File: src/rtl/mas_pkg.sv
package mas_pkg;
  // awake cycles guaranteed ahead of a delayed access
  localparam int unsigned WAKE_LEAD = 3;
  // smallest usable nonzero idle threshold
  localparam int unsigned MIN_THR   = WAKE_LEAD + 1;
  localparam int unsigned MAX_THR   = 15;
endpackage

File: src/rtl/mas_delay_line.sv
module mas_delay_line #(
  parameter int unsigned W     = 8,
  parameter int unsigned DEPTH = 4
) (
  input  logic         clk,
  input  logic         rst_n,
  input  logic [W-1:0] d_i,
  output logic [W-1:0] q_o
);
  logic [W-1:0] stg_q [DEPTH];
  logic [W-1:0] stg_d [DEPTH];

  always_comb begin
    stg_d[0] = d_i;
    for (int i = 1; i < DEPTH; i++) stg_d[i] = stg_q[i-1];
  end

  always_ff @(posedge clk or negedge rst_n) begin
    if (!rst_n) begin
      for (int i = 0; i < DEPTH; i++) stg_q[i] <= '0;
    end else begin
      for (int i = 0; i < DEPTH; i++) stg_q[i] <= stg_d[i];
    end
  end

  assign q_o = stg_q[DEPTH-1];
endmodule

File: src/rtl/mas_idle_tracker.sv
module mas_idle_tracker #(
  parameter int unsigned THR = 8
) (
  input  logic clk,
  input  logic rst_n,
  input  logic active_i,
  output logic hit_o
);
  localparam int unsigned CW = $clog2(THR + 1);
  localparam logic [CW-1:0] CNT_TOP  = CW'(THR);
  localparam logic [CW-1:0] CNT_LAST = CW'(THR - 1);

  logic [CW-1:0] cnt_q, cnt_d;
  logic          hit;

  // saturating count of consecutive idle cycles; hit marks the cycle
  // in which the run first reaches the threshold
  always_comb begin
    cnt_d = cnt_q;
    hit   = 1'b0;
    if (active_i) begin
      cnt_d = '0;
    end else if (cnt_q != CNT_TOP) begin
      cnt_d = cnt_q + 1'b1;
      hit   = (cnt_q == CNT_LAST);
    end
  end

  always_ff @(posedge clk or negedge rst_n) begin
    if (!rst_n) cnt_q <= '0;
    else        cnt_q <= cnt_d;
  end

  assign hit_o = hit;


  run_cnt_bound_chk: assert property (@(posedge clk) disable iff (!rst_n)
    cnt_q <= CNT_TOP);

  run_restart_chk: assert property (@(posedge clk) disable iff (!rst_n)
    active_i |=> (cnt_q == '0));
endmodule

File: src/rtl/mas_sleep_gate.sv
module mas_sleep_gate #(
  parameter int unsigned THR   = 8,
  parameter int unsigned LEN_W = 8
) (
  input  logic             clk,
  input  logic             rst_n,
  input  logic             active_i,
  input  logic             hit_i,
  output logic             sleep_o,
  output logic [LEN_W-1:0] sleep_len_o
);
  import mas_pkg::*;

  // activity history tapped so that sleep ends WAKE_LEAD cycles
  // before the delayed access leaves the pipeline
  localparam int unsigned HD = THR - WAKE_LEAD;
  localparam logic [LEN_W-1:0] LEN_MAX = '1;

  logic [HD-1:0]    hist_q, hist_d;
  logic             qual_q, qual_d;
  logic             prev_q;
  logic [LEN_W-1:0] len_q, len_d;
  logic             tap_busy;
  logic             sleep;

  assign tap_busy = hist_q[HD-1];
  assign sleep    = qual_q & ~tap_busy;

  always_comb begin
    hist_d[0] = active_i;
    for (int i = 1; i < HD; i++) hist_d[i] = hist_q[i-1];
  end

  always_comb begin
    qual_d = hit_i | (qual_q & ~tap_busy);
  end

  always_comb begin
    len_d = len_q;
    if (sleep && !prev_q)                 len_d = {{(LEN_W-1){1'b0}}, 1'b1};
    else if (sleep && (len_q != LEN_MAX)) len_d = len_q + 1'b1;
  end

  always_ff @(posedge clk or negedge rst_n) begin
    if (!rst_n) begin
      hist_q <= '0;
      qual_q <= 1'b0;
      prev_q <= 1'b0;
      len_q  <= '0;
    end else begin
      hist_q <= hist_d;
      qual_q <= qual_d;
      prev_q <= sleep;
      len_q  <= len_d;
    end
  end

  assign sleep_o     = sleep;
  assign sleep_len_o = len_q;


  len_start_chk: assert property (@(posedge clk) disable iff (!rst_n)
    (sleep && !prev_q) |=> (len_q == {{(LEN_W-1){1'b0}}, 1'b1}));

  len_step_chk: assert property (@(posedge clk) disable iff (!rst_n)
    (sleep && prev_q && len_q != LEN_MAX) |=> (len_q == $past(len_q) + 1'b1));

  len_hold_chk: assert property (@(posedge clk) disable iff (!rst_n)
    !sleep |=> $stable(len_q));
endmodule

File: src/rtl/mem_autosleep_ctrl.sv
module mem_autosleep_ctrl #(
  parameter int unsigned ADDR_W   = 6,
  parameter int unsigned DATA_W   = 32,
  parameter int unsigned MASK_W   = 4,
  parameter int unsigned IDLE_THR = 8,
  parameter int unsigned LEN_W    = 8
) (
  input  logic              clk,
  input  logic              rst_n,
  input  logic              wr_en_i,
  input  logic [MASK_W-1:0] wr_mask_i,
  input  logic [ADDR_W-1:0] wr_addr_i,
  input  logic [DATA_W-1:0] wr_data_i,
  input  logic              rd_en_i,
  input  logic [ADDR_W-1:0] rd_addr_i,
  input  logic              rd_oce_i,
  input  logic              rd_rst_i,
  output logic              mem_wr_en_o,
  output logic [MASK_W-1:0] mem_wr_mask_o,
  output logic [ADDR_W-1:0] mem_wr_addr_o,
  output logic [DATA_W-1:0] mem_wr_data_o,
  output logic              mem_rd_en_o,
  output logic [ADDR_W-1:0] mem_rd_addr_o,
  output logic              mem_rd_oce_o,
  output logic              mem_rd_rst_o,
  output logic              mem_sleep_o,
  output logic [LEN_W-1:0]  sleep_len_o
);
  localparam int unsigned VEC_W = 3 + MASK_W + 2 * ADDR_W + DATA_W;

  logic [VEC_W-1:0] port_vec, mem_vec;
  logic             req_active;

  assign port_vec   = {wr_en_i, wr_mask_i, wr_addr_i, wr_data_i,
                       rd_en_i, rd_addr_i, rd_oce_i};
  assign req_active = (wr_en_i & (|wr_mask_i)) | rd_en_i;

  assign {mem_wr_en_o, mem_wr_mask_o, mem_wr_addr_o, mem_wr_data_o,
          mem_rd_en_o, mem_rd_addr_o, mem_rd_oce_o} = mem_vec;

  // output register reset is never delayed
  assign mem_rd_rst_o = rd_rst_i;

  generate
    if (IDLE_THR == 0) begin : g_bypass
      assign mem_vec     = port_vec;
      assign mem_sleep_o = 1'b0;
      assign sleep_len_o = '0;
    end else begin : g_sleep
      logic run_hit;
      logic mem_access;

      mas_delay_line #(.W(VEC_W), .DEPTH(IDLE_THR)) u_dly (
        .clk   (clk),
        .rst_n (rst_n),
        .d_i   (port_vec),
        .q_o   (mem_vec)
      );

      mas_idle_tracker #(.THR(IDLE_THR)) u_trk (
        .clk      (clk),
        .rst_n    (rst_n),
        .active_i (req_active),
        .hit_o    (run_hit)
      );

      mas_sleep_gate #(.THR(IDLE_THR), .LEN_W(LEN_W)) u_gate (
        .clk         (clk),
        .rst_n       (rst_n),
        .active_i    (req_active),
        .hit_i       (run_hit),
        .sleep_o     (mem_sleep_o),
        .sleep_len_o (sleep_len_o)
      );

      assign mem_access = mem_rd_en_o | (mem_wr_en_o & (|mem_wr_mask_o));


      wake_margin_chk: assert property (@(posedge clk) disable iff (!rst_n)
        mem_access |-> (!$past(mem_sleep_o) && !$past(mem_sleep_o, 2)
                        && !$past(mem_sleep_o, 3)));

      sleep_no_access_chk: assert property (@(posedge clk) disable iff (!rst_n)
        mem_sleep_o |-> !mem_access);
    end
  endgenerate
endmodule

File: config.mk
export PLATFORM = sky130hd
export DESIGN_NAME = mem_autosleep_ctrl
export DESIGN_NICKNAME = d
export VERILOG_FILES = /design/src/rtl/mas_pkg.sv /design/src/rtl/mas_delay_line.sv /design/src/rtl/mas_idle_tracker.sv /design/src/rtl/mas_sleep_gate.sv /design/src/rtl/mem_autosleep_ctrl.sv
export SDC_FILE = /design/constraint.sdc
export NUM_CORES = 1
export LEC_CHECK = 0
export CAP_MARGIN = 20
export CORE_MARGIN = 2
export CORE_UTILIZATION = 59
export CTS_BUF_LIST = sky130_fd_sc_hd__clkbuf_16
export CTS_CLUSTER_SIZE = 30
export DETAILED_ROUTE_END_ITERATION = 16
export PLACE_DENSITY = 0.83
export SYNTH_ARGS = -nofsm -noshare
export SYNTH_HDL_FRONTEND = slang
export SYNTH_HIERARCHICAL = 1
export SYNTH_SLANG_ARGS = --single-unit
File: constraint.sdc
create_clock -name clk -period 3.9 [get_ports clk]
set_input_delay 0.78 -clock clk [delete_from_list [all_inputs] [get_ports clk]]
set_output_delay 0.78 -clock clk [all_outputs]
set_load 0.02 [all_outputs]
# After elaboration in Yosys (flattened, before gate mapping)
# Cells that the tools add are included.
# totals
regBits	427
in_bits	54
out_inout_bits	61
# op_classes
add_sub_neg	2
n_eq_ne	3
mux	6
n_bitwise	5
n_reduce_logical	6
# op_table
operator	n
$mux W8	2
$add A8 B1 Y8 const B	1
$mux W4	2
$ne A8 B8 Y1 const B	1
$add A4 B1 Y4 const B	1
$eq A4 B3 Y1 const B	1
$ne A4 B4 Y1 const B	1
$reduce_bool A2 Y1	2
$reduce_or A4 Y1	1
$and A1 B1 Y1	2
$logic_and A1 B1 Y1	2
$mux W1	2
$or A1 B1 Y1	2
$logic_not A1 Y1	1
$not A1 Y1	1

# Depth between registers and ports, before layout
# Gate-level depths: netlist of the first run.
# logic_depth
word_depth	5
mapped_depth	5
depth_no_buf	5

# Hierarchy
# The synthesis of the first run kept the hierarchy.
# modules_own_cells
mod	n_inst	cells_per_inst	area_per_inst_um2	seq_area_each_um2
mas_delay_line	1	408	10209.8	10209.8
mas_sleep_gate	1	60	679.4	375.4
mas_idle_tracker	1	20	225.2	100.1
mem_autosleep_ctrl	1	3	22.5	0.0

# Least setup slack after synthesis of the first run
# OpenSTA, ideal clock, no wires.
# synth_path
path_kind	input to register
from	input wr_mask_i[1]
to	register g_sleep.u_gate.qual_q
arrival_time_ps	1628
required_ps	3834
setup_slack_ps	2206
cell_stages	4
cell_sequence	o41ai_1 > nand2b_1 > nor4bb_1 > nand2b_1
# synth_between
elab_chain_cells	5
# synth_rtl
item	line_no	source
start, declared	mem_autosleep_ctrl.sv:11	input logic [MASK_W-1:0] wr_mask_i,
$reduce_or A4 Y1	mem_autosleep_ctrl.sv:36	assign req_active = (wr_en_i & (|wr_mask_i)) | rd_en_i;
$and A1 B1 Y1	mem_autosleep_ctrl.sv:36	
$or A1 B1 Y1	mem_autosleep_ctrl.sv:36	
via req_active	mem_autosleep_ctrl.sv:32	logic req_active;
$mux W1	mas_idle_tracker.sv:21	if (active_i) begin
via g_sleep.run_hit	mem_autosleep_ctrl.sv:50	logic run_hit;
$or A1 B1 Y1	mas_sleep_gate.sv:35	qual_d = hit_i | (qual_q & ~tap_busy);
via g_sleep.u_gate.qual_d	mas_sleep_gate.sv:20	logic qual_q, qual_d;
end signal, assigned	mas_sleep_gate.sv:52	qual_q <= qual_d;
end, declared	mas_sleep_gate.sv:20	
# The timed path passes the listed nets, and every way through them passes these cells.
# A chain may end at the register's enable or synchronous reset.

# Final worst setup path of the first run
# layout_path
from	register g_sleep.u_gate.hist_q[4]
to	output mem_sleep_o
# layout_between
elab_chain_cells	2
# layout_rtl
item	line_no	source
start, declared	mas_sleep_gate.sv:19	logic [HD-1:0] hist_q, hist_d;
start signal, assigned	mas_sleep_gate.sv:51	hist_q <= hist_d;
$not A1 Y1	mas_sleep_gate.sv:27	assign sleep = qual_q & ~tap_busy;
$and A1 B1 Y1	mas_sleep_gate.sv:27	
end, declared	mem_autosleep_ctrl.sv:26	output logic mem_sleep_o,
# Every way passes these cells.

==> results of run 1 <==
## where the power goes
part	internal, mW	switching [mW]
sequential	4.65	0.0843
combinational	0.105	0.147
clock	2.25	1.61
## metrics by stage
stage / setup slack [ns] / hold slack [ns] / std cells / power, mW
after floorplan: 2.206 / 0.3312 / 491 / 4.816
after global placement: 1.609 / 0.3311 / 841 / 5.021
after detailed placement: 1.534 / 0.3347 / 841 / 5.059
after CTS: 0.9412 / 0.3381 / 914 / 8.972
after global routing: 0.8726 / 0.3438 / 914 / 9.196
final: 0.9437 / 0.3128 / 914 / 8.851
## cells in the final DEF, fill, tap and decap left out, drive strengths merged, types with 3 or more instances in the layout
master	n
clkbuf	41
buf	8
nor2	4
bufinv	5
a21oi	3
dfrtp	427
clkinvlp	5
o21ai	3
inv	10
nand3	6
nand2b	4
clkinv	18
clkdlybuf4s50	111
ha	3
## layout make-up
cell class | instances | area share
tap | 234 | 0.02101
timing repair buffer | 119 | 0.08639
clock inverter | 32 | 0.02084
sequential | 427 | 0.7669
clock buffer | 41 | 0.07364
multi-input combinational | 55 | 0.02955
inverter | 6 | 0.001617
## synth_stat cells (2+ instances only)
master	n	share of area
nand2_1	2	0.00067
o21ai_0	3	0.0013
buf_2	2	0.00090
dfrtp_1	427	0.96
nor2_1	4	0.0013
o2111ai_1	2	0.0016
or4_1	2	0.0013
inv_1	5	0.0017
nand2b_1	4	0.0022
a21oi_1	3	0.0013
o221a_2	2	0.0020
mux2i_1	2	0.0018
nand4_1	2	0.0011
ha_1	3	0.0034
nand3_1	5	0.0022
## metal layers
metal  part of all wire  up-vias  wire length (um)
met4              0.032        0               622
met1               0.37     2421              7104
met3              0.049       51               948
li1                   -     1898                 -
met5                  0        -                 0
met2               0.55      178             10510
## state kept, by name, summed over array words and instances, names as in the netlist
signal / cells
g_sleep.u_gate/hist_q: 5
g_sleep.u_gate/qual_q: 1
g_sleep.u_dly/stg_d: 357
g_sleep.u_dly/q_o: 51
g_sleep.u_gate/prev_q: 1
g_sleep.u_gate/sleep_len_o: 8
g_sleep.u_trk/cnt_q: 4
## cells by family (layout without fill, tap and decap cells)
kind of cell / Yosys count / in the layout / synth area share
fa+ha+maj: 3 / 3 / 0.003371
mux: 2 / 2 / 0.001798
buf+inv: 9 / 198 / 0.003595
simple gates: 29 / 29 / 0.01708
flops: 427 / 427 / 0.9594
compound gates: 19 / 19 / 0.01315
xor+xnor: 2 / 2 / 0.001573
## worst min path at each step
stage                                     endpoint  slack (ns)  depth (start not counted)
after floorplan               g_sleep.u_dly/q_o[0]        0.33                          0
after global placement    g_sleep.u_dly/stg_d[253]        0.33                          0
after detailed placement     g_sleep.u_dly/q_o[17]        0.33                          0
after CTS                 g_sleep.u_dly/stg_d[221]        0.34                          0
after global routing      g_sleep.u_dly/stg_d[184]        0.34                          0
final                       g_sleep.u_dly/stg_d[0]        0.31                          1
==> results by group, run 1 <==
Status
  • Status: completed

Floorplanning
  • Chip height: 141.4 um
  • IO Count: 115
  • Starting density of the core: 0.5974
  • Die ar.: 19,990 um^2
  • Width of the die: 141.4 um
  • Core Area: 18,640 um^2
  • Site row count: 50

Cells and area
  • Area taken by multi-input logic gates: 411.6 um^2
  • N_diodes: 0
  • FF/Latch Area: 10,690 um^2
  • Post-layout util: 0.7473
  • Layout Nets: 706
  • Post-route cell area: 13,930 um^2
  • # fillers: 970
  • Area growth syn-to-layout: 25.10%
  • Share of post-route cells with drive strength above 1: 0.1103

Critical path
  • Reg2Reg Setup Slack: 2.03 ns
  • FF-to-FF Start: g_sleep.u_gate/sleep_len_o[1]
  • Crit start category: flop
  • WP data required: 3.12 ns
  • Slowest-stage cell, CP: clkdlybuf4s50_1
  • R2R cell count: 4
  • CP Max Fanout: 10
  • Crit path to: mem_sleep_o
  • CP Cell Sequence: nand2b_1 -> clkinv_1 -> clkdlybuf4s50_1
  • Arrival time worst endpoint: 2.18 ns
  • Crit path depth: 3
  • CP Capture Type: output port
  • Critical path's top delay family: buffers and inverters
  • CP max stage delay: 0.65 ns
  • RR Endpoint: g_sleep.u_gate/sleep_len_o[0]
  • WS Path Type: reg -> out
  • Buf+Inv Stages, Crit Path: 2
  • Setup crit start: g_sleep.u_gate/hist_q[4]

CTS
  • Post-cts sizing count: 0
  • Root buffer cell: clkbuf_16
  • Deepest clock path buffer count: 3
  • Hold_buf cts: 0
  • Reg clk slew, reported paths: 0.06 ns
  • CTS tree: built
  • H-tree lvl count: 2
  • TritonCTS buffer count: 40
  • Setup Buffers After CTS: 0
  • Clk Latency, worst-skew pair: 0.53 ns
  • Clock sink count: 427

Timing
  • Tmin final: 2.956 ns
  • Final worst-path cycle share: 0.7580
  • Slew headroom: 0.4448
  • Final setup vio count: 0
  • Measured slew at the worst slew-check pin: 0.8329 ns
  • Fmax: 0.3383 GHz
  • Max-slew violation count: 0
  • Hold Vio Cnt, Final: 0
  • Final Skew: 0.01927 ns
  • Sum Neg Setup Slack: 0 ns
  • Unrepaired setup endpoints after global routing: false

GRT
  • Vias in the first global route: 5,257
  • GR Util met1: 0.2693
  • Met3 Usage GRT: 0.03544
  • Largest net degree at the start of global routing: 116
  • Busiest grt layer: met2
  • Total global-route track usage: 0.2097
  • First-pass GRT wire length: 30,860 um
  • Antenna violations before repair: 1
  • Gr ovfl total: 0
  • Met2 Use GR: 0.3615

Flow run
  • Max_cap viols: 0

Placement
  • # port buffers: 112
  • Gpl congestion: 0.8676
  • Area after DPL: 12,620 um^2
  • Post-DP HPWL: 9608 um

Route
  • Vias: 4,548
  • # DRC: 0
  • 1st-iter DRT viols: 316
  • Detail Route Antenna Nets: 0
  • Pre-antenna DRT Iters: 4
  • Final wirelength: 19,190 um
  • Vias per cell: 4.976
  • WL per Instance: 21.00 um

Power and ir drop
  • VDD IR-drop max: 333.5 uV
  • Power density over the cells: 635.3 nW/um^2
  • Leakage power: 6.266 nW

Synth
  • Yosys reg bits: 427
  • Post-synth EDFFs: 0
  • Seq/Total Area, Yosys: 0.9594
  • Async set-reset flop share out of synthesis: 1.000
  • Post-synth top flop: dfrtp_1
  • Synth Cell Area: 11,140 um^2
  • Post-Syn Instances: 491
  • Syn nets: 548
  • Synth warn: 6
  • Post-synth cell types: 38
  • Post-synthesis average cell area: 22.68 um^2

Hold path
  • Worst min-delay path class: in -> async
Note: power is estimated with default switching activity, not from simulation.
==> run 2, diff against run 1 <==
CORE_UTILIZATION = 49   (was 59)
PLACE_DENSITY = 0.74   (was 0.83)
clock period = 2.65 ns   (was 3.9 ns; I/O delays follow)
==> run 2 against run 1 <==
Against the previous run: clock-buffer cell count grew 1; sequential share of layout area shrank 0.30 points; first-iteration DRC count up 15%; global-route usage shrank 6.1 points; critical path depth did not move; via count is 3.2% lower; die area grew 20%; non-clock buffer count grew 3; sequential cell count stayed put; total power increased by 43%; clock power up 38%; largest cell class unchanged; largest power group unchanged; highest routed layer unchanged.
==> results by group, run 2 (same netlist as run 1, synthesis figures left out) <==
Power and ir drop
  • Tot Pwr: 12.65 mW (+43%)
  • Power density over the cells: 904.4 nW/um^2 (+42%)
  • Combinational power share: 0.030 (+0.002)
  • Int Power: 10.08 mW (+44%)
  • Clk network pwr share: 0.421 (-0.016)
  • Leakage power: 6.287 nW (+0.34%)
  • Sw Ratio: 0.2030 (-0.005488)
  • P_sw: 2.568 mW (+39%)
  • VDD IR-drop max: 437.5 uV (+31%)
  • Flop pwr share: 0.549 (+0.014)

GRT
  • Busiest grt layer: met2
  • Antenna violations before repair: 0 (-1)
  • GR Util met1: 0.1794 (-0.08990)
  • Gr ovfl total: 0 (unchanged)
  • First-pass GRT wire length: 26,960 um (-13%)
  • Largest net degree at the start of global routing: 81 (-30%)
  • Vias in the first global route: 4,973 (-5.4%)
  • Met3 Usage GRT: 0.03755 (+0.002108)
  • Met2 Use GR: 0.2615 (-0.1000)
  • Total global-route track usage: 0.1483 (-0.06143)

Cells and area
  • N_diodes: 0 (unchanged)
  • Post-route cell area: 13,990 um^2 (+0.39%)
  • Commonest non-fill, non-tap cell in the layout: dfrtp_1
  • Layout Nets: 711 (+0.71%)
  • Max reg flops: 357 (unchanged)
  • Most frequent cells in the layout: dfrtp_1, clkdlybuf4s50_1, clkbuf_16
  • Area growth syn-to-layout: 25.58%
  • Post-layout util: 0.6215 (-0.1258)
  • Share of post-route cells with drive strength above 1: 0.1087 (-0.001630)

Floorplanning
  • IO Count: 115 (unchanged)
  • Starting density of the core: 0.4949 (-0.1025)
  • Die ar.: 23,950 um^2 (+20%)
  • Site row count: 55 (+10%)
  • Width of the die: 154.8 um (+9.5%)
  • Core Area: 22,500 um^2 (+21%)
  • Chip height: 154.8 um (+9.5%)

Timing
  • Sum Neg Setup Slack: 0 ns (unchanged)
  • Measured slew at the worst slew-check pin: 0.5595 ns (-0.2734 ns)
  • Unrepaired setup endpoints after global routing: false
  • Hold Vio Cnt, Final: 0 (unchanged)
  • Slew headroom: 0.6270 (+0.1823)
  • Final worst-path cycle share: 0.9450
  • Hold Slack: 0.3404 ns (+0.02762 ns)
  • Tmin final: 2.504 ns
  • Fmax: 0.3993 GHz
  • Max-slew violation count: 0 (unchanged)
  • Final setup vio count: 0 (unchanged)
  • Final Skew: 0.009921 ns (-0.009350 ns)

CTS
  • Root buffer cell: clkbuf_16
  • CTS tree: built
  • Clk Latency, worst-skew pair: 0.52 ns (about the same)
  • H-tree lvl count: 2 (unchanged)
  • TritonCTS buffer count: 42 (+5.0%)
  • Clock sink count: 427 (unchanged)
  • Deepest clock path buffer count: 3 (unchanged)
  • Setup Buffers After CTS: 0 (unchanged)
  • Reg clk slew, reported paths: 0.06 ns (about the same)

Critical path
  • CP Cell Sequence: nand2b_2 -> clkinv_2 -> clkdlybuf4s50_1
  • CP max stage delay: 0.64 ns (about the same)
  • CP Capture Type: output port
  • CP Max Fanout: 10 (unchanged)
  • WS Path Type: reg -> out
  • Slowest-stage cell, CP: clkdlybuf4s50_1
  • WP data required: 2.12 ns (-1.00 ns)
  • Crit start category: flop
  • Arrival time worst endpoint: 1.97 ns (-0.21 ns)

Route
  • Detail Route Antenna Nets: 0 (unchanged)
  • WL per Instance: 16.85 um (-20%)
  • Pre-antenna DRT Iters: 4 (unchanged)
  • Vias per cell: 4.559 (-8.4%)
  • Final wirelength: 16,280 um (-15%)
  • # DRC: 0 (unchanged)
  • Vias: 4,404 (-3.2%)
  • 1st-iter DRT viols: 363 (+15%)

Hold path
  • Worst min-delay path class: reg -> reg

Flow run
  • Max_cap viols: 0 (unchanged)

Placement
  • Post-DP HPWL: 9227 um (-4.0%)
  • Gpl congestion: 0.7717 (-11%)
  • Area after DPL: 12,720 um^2 (+0.82%)
  • # port buffers: 112 (unchanged)

Status
  • Status: completed
## run 2: cell types whose count changed in the layout (fill, tap and decap cells not counted), moves of 2 or more
cell	previous run	this run
clkinvlp_4	5	1
bufinv_16	5	2
inv_1	8	11
buf_12	2	4
## run 2: repair_timing
item	4_1_cts	5_1_grt
hold endpoints to repair	57	0
resized for setup	1	1
pin swaps	0	0
hold buffers	1	0
endpoints found under the setup margin	1	1
## run 2: layer usage
| metal | vias to the layer above | share of wire |
|---|---|---|
| li1 | 1905 | - |
| met5 | - | 0 |
| met3 | 39 | 0.049 |
| met4 | 0 | 0.024 |
| met2 | 146 | 0.55 |
| met1 | 2314 | 0.38 |
## run 2: power by group through the flow
stage	sequential, mW	combinational (mW)	clock (mW)
detailed placement	7.06	0.384	0
CTS	6.96	0.390	5.50
global placement	7.03	0.371	0
finish	6.95	0.375	5.33
global route	6.98	0.418	5.80
floorplan	7.07	0.0135	0
## run 2: worst paths after layout
path / start / to / slack [ns] / cells past startpoint
max: g_sleep.u_gate/hist_q[4] / mem_sleep_o / 0.15 / 3
min in group asynchronous: rst_n / g_sleep.u_dly/q_o[13] / 0.58 / 2
min: g_sleep.u_dly/stg_d[148] / g_sleep.u_dly/stg_d[97] / 0.34 / 0
max reg2reg: g_sleep.u_gate/sleep_len_o[0] / g_sleep.u_gate/sleep_len_o[0] / 0.82 / 4
max in group asynchronous: rst_n / g_sleep.u_dly/stg_d[327] / 1.25 / 3
min reg2reg: g_sleep.u_dly/stg_d[148] / g_sleep.u_dly/stg_d[97] / 0.34 / 0
## run 2: per-stage QoR
| stage | setup WS [ns] | std cells |
|---|---|---|
| after global placement | 0.5145 | 894 |
| after global routing | 0.04226 | 966 |
| after detailed placement | 0.4987 | 894 |
| after CTS | 0.04982 | 966 |
| after floorplan | 1.046 | 491 |
| final | 0.1459 | 966 |
## run 2: worst max-delay path: cells and delay by family (launching register included)
family | cells | cell delay, ns
flops | 1 | 0.38
simple gates | 1 | 0.27
buf+inv | 2 | 0.81
## run 2: layout make-up
class / instances / area (um^2)
Clock inverter: 29 / 201.4
Multi-Input combinational cell: 55 / 414.1
Timing Repair Buffer: 122 / 1254
Clock buffer: 42 / 1051
Sequential cell: 427 / 10690
Tap cell: 285 / 356.6
Fill cell: 1488 / 8517
Inverter: 6 / 23.77
==> run 3, diff against run 2 <==
HOLD_SLACK_MARGIN = 0.1   (was unset)
==> results of run 3 <==
Same layout as run 2: the final DEF is identical, and so are final timing and power.
